<file path="src/rtl/dor_pkg.sv">
// Shared port encoding for the dimension-order route selector.
// Assumes a five-port switch: local ejection plus four mesh neighbours.
package dor_pkg;
    localparam int PORT_N  = 5;
    localparam int P_LOCAL = 0;
    localparam int P_XPOS  = 1;
    localparam int P_XNEG  = 2;
    localparam int P_YPOS  = 3;
    localparam int P_YNEG  = 4;

    typedef logic [PORT_N-1:0] port_vec_t;

    // Direction of travel in one dimension.
    typedef struct packed {
        logic pos;   // destination ahead of node
        logic neg;   // destination behind node
        logic oob;   // destination outside the mesh in this dimension
    } dim_dir_t;
endpackage

</file>
<file path="src/rtl/dor_axis_offset.sv">
// Per-dimension offset unit: forms the signed offset destination minus node
// and classifies it as ahead, behind or equal; also flags a destination past
// the last row/column. Assumes the node coordinate itself lies inside the mesh.
module dor_axis_offset #(
    parameter int COORD_W = 4,
    parameter int RADIX   = 5
) (
    input  logic [COORD_W-1:0] dest_c,
    input  logic [COORD_W-1:0] node_c,
    output dor_pkg::dim_dir_t  dir
);
    localparam int OFS_W = COORD_W + 1;
    localparam logic [COORD_W-1:0] LAST = COORD_W'(RADIX - 1);

    logic signed [OFS_W-1:0] ofs;

    // Signed relative offset and its classification.
    always_comb begin
        ofs     = $signed({1'b0, dest_c}) - $signed({1'b0, node_c});
        dir.neg = ofs[OFS_W-1];
        dir.pos = !ofs[OFS_W-1] && (ofs != '0);
        dir.oob = (dest_c > LAST);
    end
endmodule

</file>
<file path="src/rtl/dor_port_pick.sv">
// Port picker: applies strict X-then-Y order to the two dimension results.
// Assumes at most one of pos/neg is set per dimension.
module dor_port_pick (
    input  dor_pkg::dim_dir_t xdir,
    input  dor_pkg::dim_dir_t ydir,
    output dor_pkg::port_vec_t port,
    output logic              err
);
    import dor_pkg::*;

    // X resolved first, then Y, then ejection; out-of-mesh selects nothing.
    always_comb begin
        port = '0;
        err  = xdir.oob || ydir.oob;
        if (!err) begin
            if (xdir.pos)      port[P_XPOS]  = 1'b1;
            else if (xdir.neg) port[P_XNEG]  = 1'b1;
            else if (ydir.pos) port[P_YPOS]  = 1'b1;
            else if (ydir.neg) port[P_YNEG]  = 1'b1;
            else               port[P_LOCAL] = 1'b1;
        end
    end
endmodule

</file>
<file path="src/rtl/dor_route_unit.sv">
// Top of the dimension-order route selector. Computes the output port for a
// header in the cycle hdr_valid is high and registers it; the decision holds
// until the next header. Assumes node_x/node_y are static and inside the mesh.
module dor_route_unit #(
    parameter int COORD_W = 4,
    parameter int MESH_X  = 5,
    parameter int MESH_Y  = 4
) (
    input  logic               clk,
    input  logic               rst_n,
    input  logic               hdr_valid,
    input  logic [COORD_W-1:0] dest_x,
    input  logic [COORD_W-1:0] dest_y,
    input  logic [COORD_W-1:0] node_x,
    input  logic [COORD_W-1:0] node_y,
    output logic [4:0]         port_sel,
    output logic               sel_valid,
    output logic               route_err
);
    import dor_pkg::*;

    localparam int DIMS = 2;

    dim_dir_t  dir [DIMS];
    port_vec_t port_nxt;
    logic      err_nxt;

    // One offset unit per dimension; index 0 is X, index 1 is Y.
    for (genvar d = 0; d < DIMS; d++) begin : g_dim
        localparam int RAD = (d == 0) ? MESH_X : MESH_Y;
        dor_axis_offset #(.COORD_W(COORD_W), .RADIX(RAD)) u_ofs (
            .dest_c (d == 0 ? dest_x : dest_y),
            .node_c (d == 0 ? node_x : node_y),
            .dir    (dir[d])
        );
    end

    dor_port_pick u_pick (
        .xdir (dir[0]),
        .ydir (dir[1]),
        .port (port_nxt),
        .err  (err_nxt)
    );

    // Capture the decision on a header strobe; hold it otherwise.
    always_ff @(posedge clk) begin
        if (!rst_n) begin
            port_sel  <= '0;
            route_err <= 1'b0;
            sel_valid <= 1'b0;
        end else begin
            sel_valid <= hdr_valid;
            if (hdr_valid) begin
                port_sel  <= port_nxt;
                route_err <= err_nxt;
            end
        end
    end
endmodule

</file>
<file path="config.mk">
export PLATFORM = sky130hd
export DESIGN_NAME = dor_route_unit
export DESIGN_NICKNAME = d
export VERILOG_FILES = /design/src/rtl/dor_pkg.sv /design/src/rtl/dor_axis_offset.sv /design/src/rtl/dor_port_pick.sv /design/src/rtl/dor_route_unit.sv
export SDC_FILE = /design/constraint.sdc
export NUM_CORES = 1
export LEC_CHECK = 0
export BUFFER_PORTS_ARGS = -buffer_cell sky130_fd_sc_hd__buf_2
export CAP_MARGIN = 10
export CORE_UTILIZATION = 45
export DETAILED_ROUTE_END_ITERATION = 10
export PLACE_DENSITY = 0.85
export SETUP_SLACK_MARGIN = 0.15
export SLEW_MARGIN = 20
export SYNTH_ARGS = -nofsm -noshare
export SYNTH_HDL_FRONTEND = slang
export SYNTH_SLANG_ARGS = --single-unit
</file>
<file path="constraint.sdc">
create_clock -name clk -period 2.6 [get_ports clk]
set_clock_uncertainty 0.1 [all_clocks]
set_input_delay 0.39 -clock clk [delete_from_list [all_inputs] [get_ports clk]]
set_output_delay 0.39 -clock clk [all_outputs]
set_load 0.1 [all_outputs]
</file>
==> summary.md <==
| Metric | Value |
|---|---|
| Synth Area in Simple Gates | `19.96%` |
| Post-CTS sizing | `0` |
| Total CTS buffers | `3` |
| Crit path launch type | `input pin` |
| Layout net count | `128` |
| Slew @ Worst Pin | `around 0.49 ns` |
| CP Data Arrival Time | `between 2 and 2.5 ns` |
| Synth cell types | `28` |
| Ys async rst share | `0%` |
| Clock tree buffer depth | `2` |
| GPL Wtd Cong | `0.8099` |
| Post-route ant nets | `0` |
| Synth Area in Compound Gates | `~22%` |
| Wire per inst | `between 10 and 15 um` |
| Clk slew on worst S/H paths | `0.05 ns` |
| Crit path time final | `between 2 and 2.5 ns` |
| # rows | `12` |
| # DRC | `0` |
| H-tree depth | `1` |
| Leakage power | `between 0.4 and 0.5 nW` |
| Synth Area in XOR/XNOR | `4.321%` |
| Worst vdd ir | `roughly 0.42 mV` |
| Largest net degree at the start of global routing | `9` |
| Die Area | `~1500 um^2` |
| Chip height | `between 30 and 40 um` |
| Largest family of logic cells by synthesized area | `adder cells` |
| Vias per std cell | `between 5 and 6` |
| Cell Area, Synth | `~610 um^2` |
| Gr ovfl total | `0` |
| Sequential area share after synthesis | `between 20% and 30%` |
| Final TNS setup | `0 ns` |
| Initial core utilization | `between 50 and 60%` |
| Initial antenna violation count | `0` |
| Sink Count | `7` |
| Max_cap viols | `0` |
| Port Buffer Count | `25` |
| Core area | `between 1000 and 1500 um^2` |
| First-pass GRT wire length | `2.242 mm` |
| Synth top area cells | `dfxtp_1 23%, ha_1 16%, inv_1 7.4%` |
| Final hold vios | `0` |
| Slew headroom | `67.83%` |
| Tcrit/Tclk final | `around 78%` |
| Final Max Tran Viols | `0` |
| Synthesized Nets | `98` |
| Clock root buffer | `clkbuf_4` |
| Final HPWL DP | `between 1 and 1.5 mm` |
| Cell with the most instances after synthesis | `inv_1` |
| Layout cells sized above 1 | `between 30 and 40%` |
| Ports | `26` |
| Fill count | `about 110` |
| DR pass1 iterations | `4` |
| Endpoints failing setup | `0` |
| Synth-to-layout area growth | `27.78%` |
| Synth cell count leaders | `12 x inv_1, 8 x ha_1, 7 x dfxtp_1` |
| PwrDens | `about 410 nW/um^2` |
| Worst hold path class | `in -> reg` |
| Clk_lat worst skew | `around 0.24 ns` |
| Vias in the first global route | `between 500 and 600` |
| Final WL | `approximately 1.3 mm` |
| Area of the multi-input gates | `between 400 and 500 um^2` |
| Total power | `about 0.32 mW` |
| Syn avg cell area | `a little under 9 um^2` |
| Ys Warns | `0` |
| Synth area leader | `dfxtp_1` |
| Critical Path RT | `2.65 ns` |
| Ant. Diodes | `0` |
| RSZ-0062 raised after global routing | `false` |
| Storage cell area | `140.1 um^2` |
| Via count | `605` |
| CP Class | `in -> reg` |
| CP max FO | `4` |
| Synth top area share | `approximately 23%` |
| GRT Util Overall | `between 20% and 30%` |
| Post-CTS setup buffers | `0` |
| Max Freq | `between 400 and 500 MHz` |
| Post-synth EDFFs | `0` |
| Initial DRC count | `6` |
| Post-Synth Adder-Cell Area | `between 20% and 30%` |
| Cells after synthesis | `approximately 70` |
| Mux share of post-synthesis cell area | `0%` |
| CTS tree | `built` |
| Top_reg_cell synth | `dfxtp_1` |
| Status | `finished clean` |
| # hold bufs at CTS | `0` |
| Width of the die | `38.76 um` |
| CP Capture Type | `flop` |
| FF+latch count, synth | `7` |
cells by family after synthesis:
group                      count (synthesis)
buffers and inverters                     12
AOI/OAI and AO/OA                         18
and+or+nand+nor                           19
adders and majority gates                 10
xor gates and xnor gates                   3
DFF                                        7
metrics by stage:
step,cells,utilization [%],hold WS (ns),setup slack [ns],area [um^2]
after detailed placement,108,63.29,0.3674,0.3080,750.7
after global routing,112,65.51,0.3645,0.4301,777.0
final,112,65.51,0.3473,0.5806,777.0
after global placement,108,63.29,0.3690,0.3591,750.7
after CTS,112,65.51,0.3461,0.5719,777.0
after floorplan,69,-,0.4257,0.5365,608.1
path summary, 6_finish.rpt:
check | from | end | slack (ns) | cells past startpoint
min reg2reg | port_sel[0] | port_sel[0] | 0.40 | 2
min | rst_n | route_err | 0.35 | 3
max reg2reg | port_sel[4] | port_sel[4] | 1.75 | 2
max | dest_x[2] | port_sel[0] | 0.58 | 6
routing by layer:
layer | GRT usage (%) | vias to the layer above | part of all wire, %
met3 | 10.98 | 0 | 5.8
met5 | 0 | - | 0
met1 | 21.40 | 271 | 41
met4 | 1.724 | 0 | 0
li1 | - | 311 | -
met2 | 42.50 | 23 | 53
cell usage in the layout, fill, tap and decap left out, drive strengths merged:
cell    netlist  layout
a2111o        1       1
a211o         1       1
a211oi        1       1
a21o          2       2
a21oi         4       4
a32oi         1       1
a41o          1       1
and2          1       1
and3          1       1
and3b         1       1
buf           0      25
clkbuf        0       4
dfxtp         7       7
fa            2       2
ha            8       8
inv          12      12
nand3         4       4
nand3b        3       3
nand4         1       1
nand4b        1       1
nor2          4       4
nor3b         1       1
o211ai        1       1
o21a          1       1
o21ai         3       3
o31ai         1       1
o41ai         1       1
or3           1       1
or4b          1       1
xnor2         3       3
critical path: stages:
cell	delay, ns
buf_2	0.11
ha_1	0.35
and3b_1	0.22
or3_1	0.37
a2111o_1	0.44
o41ai_2	0.19
power by group:
| group | total, mW | switching, mW | internal (mW) | leakage, nW |
|---|---|---|---|---|
| combinational | 0.112 | 0.0668 | 0.0454 | 0.339 |
| sequential | 0.111 | 0.000810 | 0.110 | 0.0570 |
| clock | 0.0987 | 0.0402 | 0.0586 | 0.0150 |
| total | 0.322 | 0.108 | 0.214 | 0.411 |
cell type report:
| class | instances | share of cell area [%] |
|---|---|---|
| clock buffers | 4 | 3.382 |
| multi-input cells | 50 | 54.43 |
| repair buffers | 25 | 16.10 |
| flip-flops and latches | 7 | 18.04 |
| well taps | 14 | 2.254 |
| inverters | 12 | 5.797 |
flip-flops by register name (all words and copies together) (netlist names):
register / cells
sel_valid: 1
route_err: 1
port_sel: 5
Note: power is estimated with default switching activity, not from simulation.
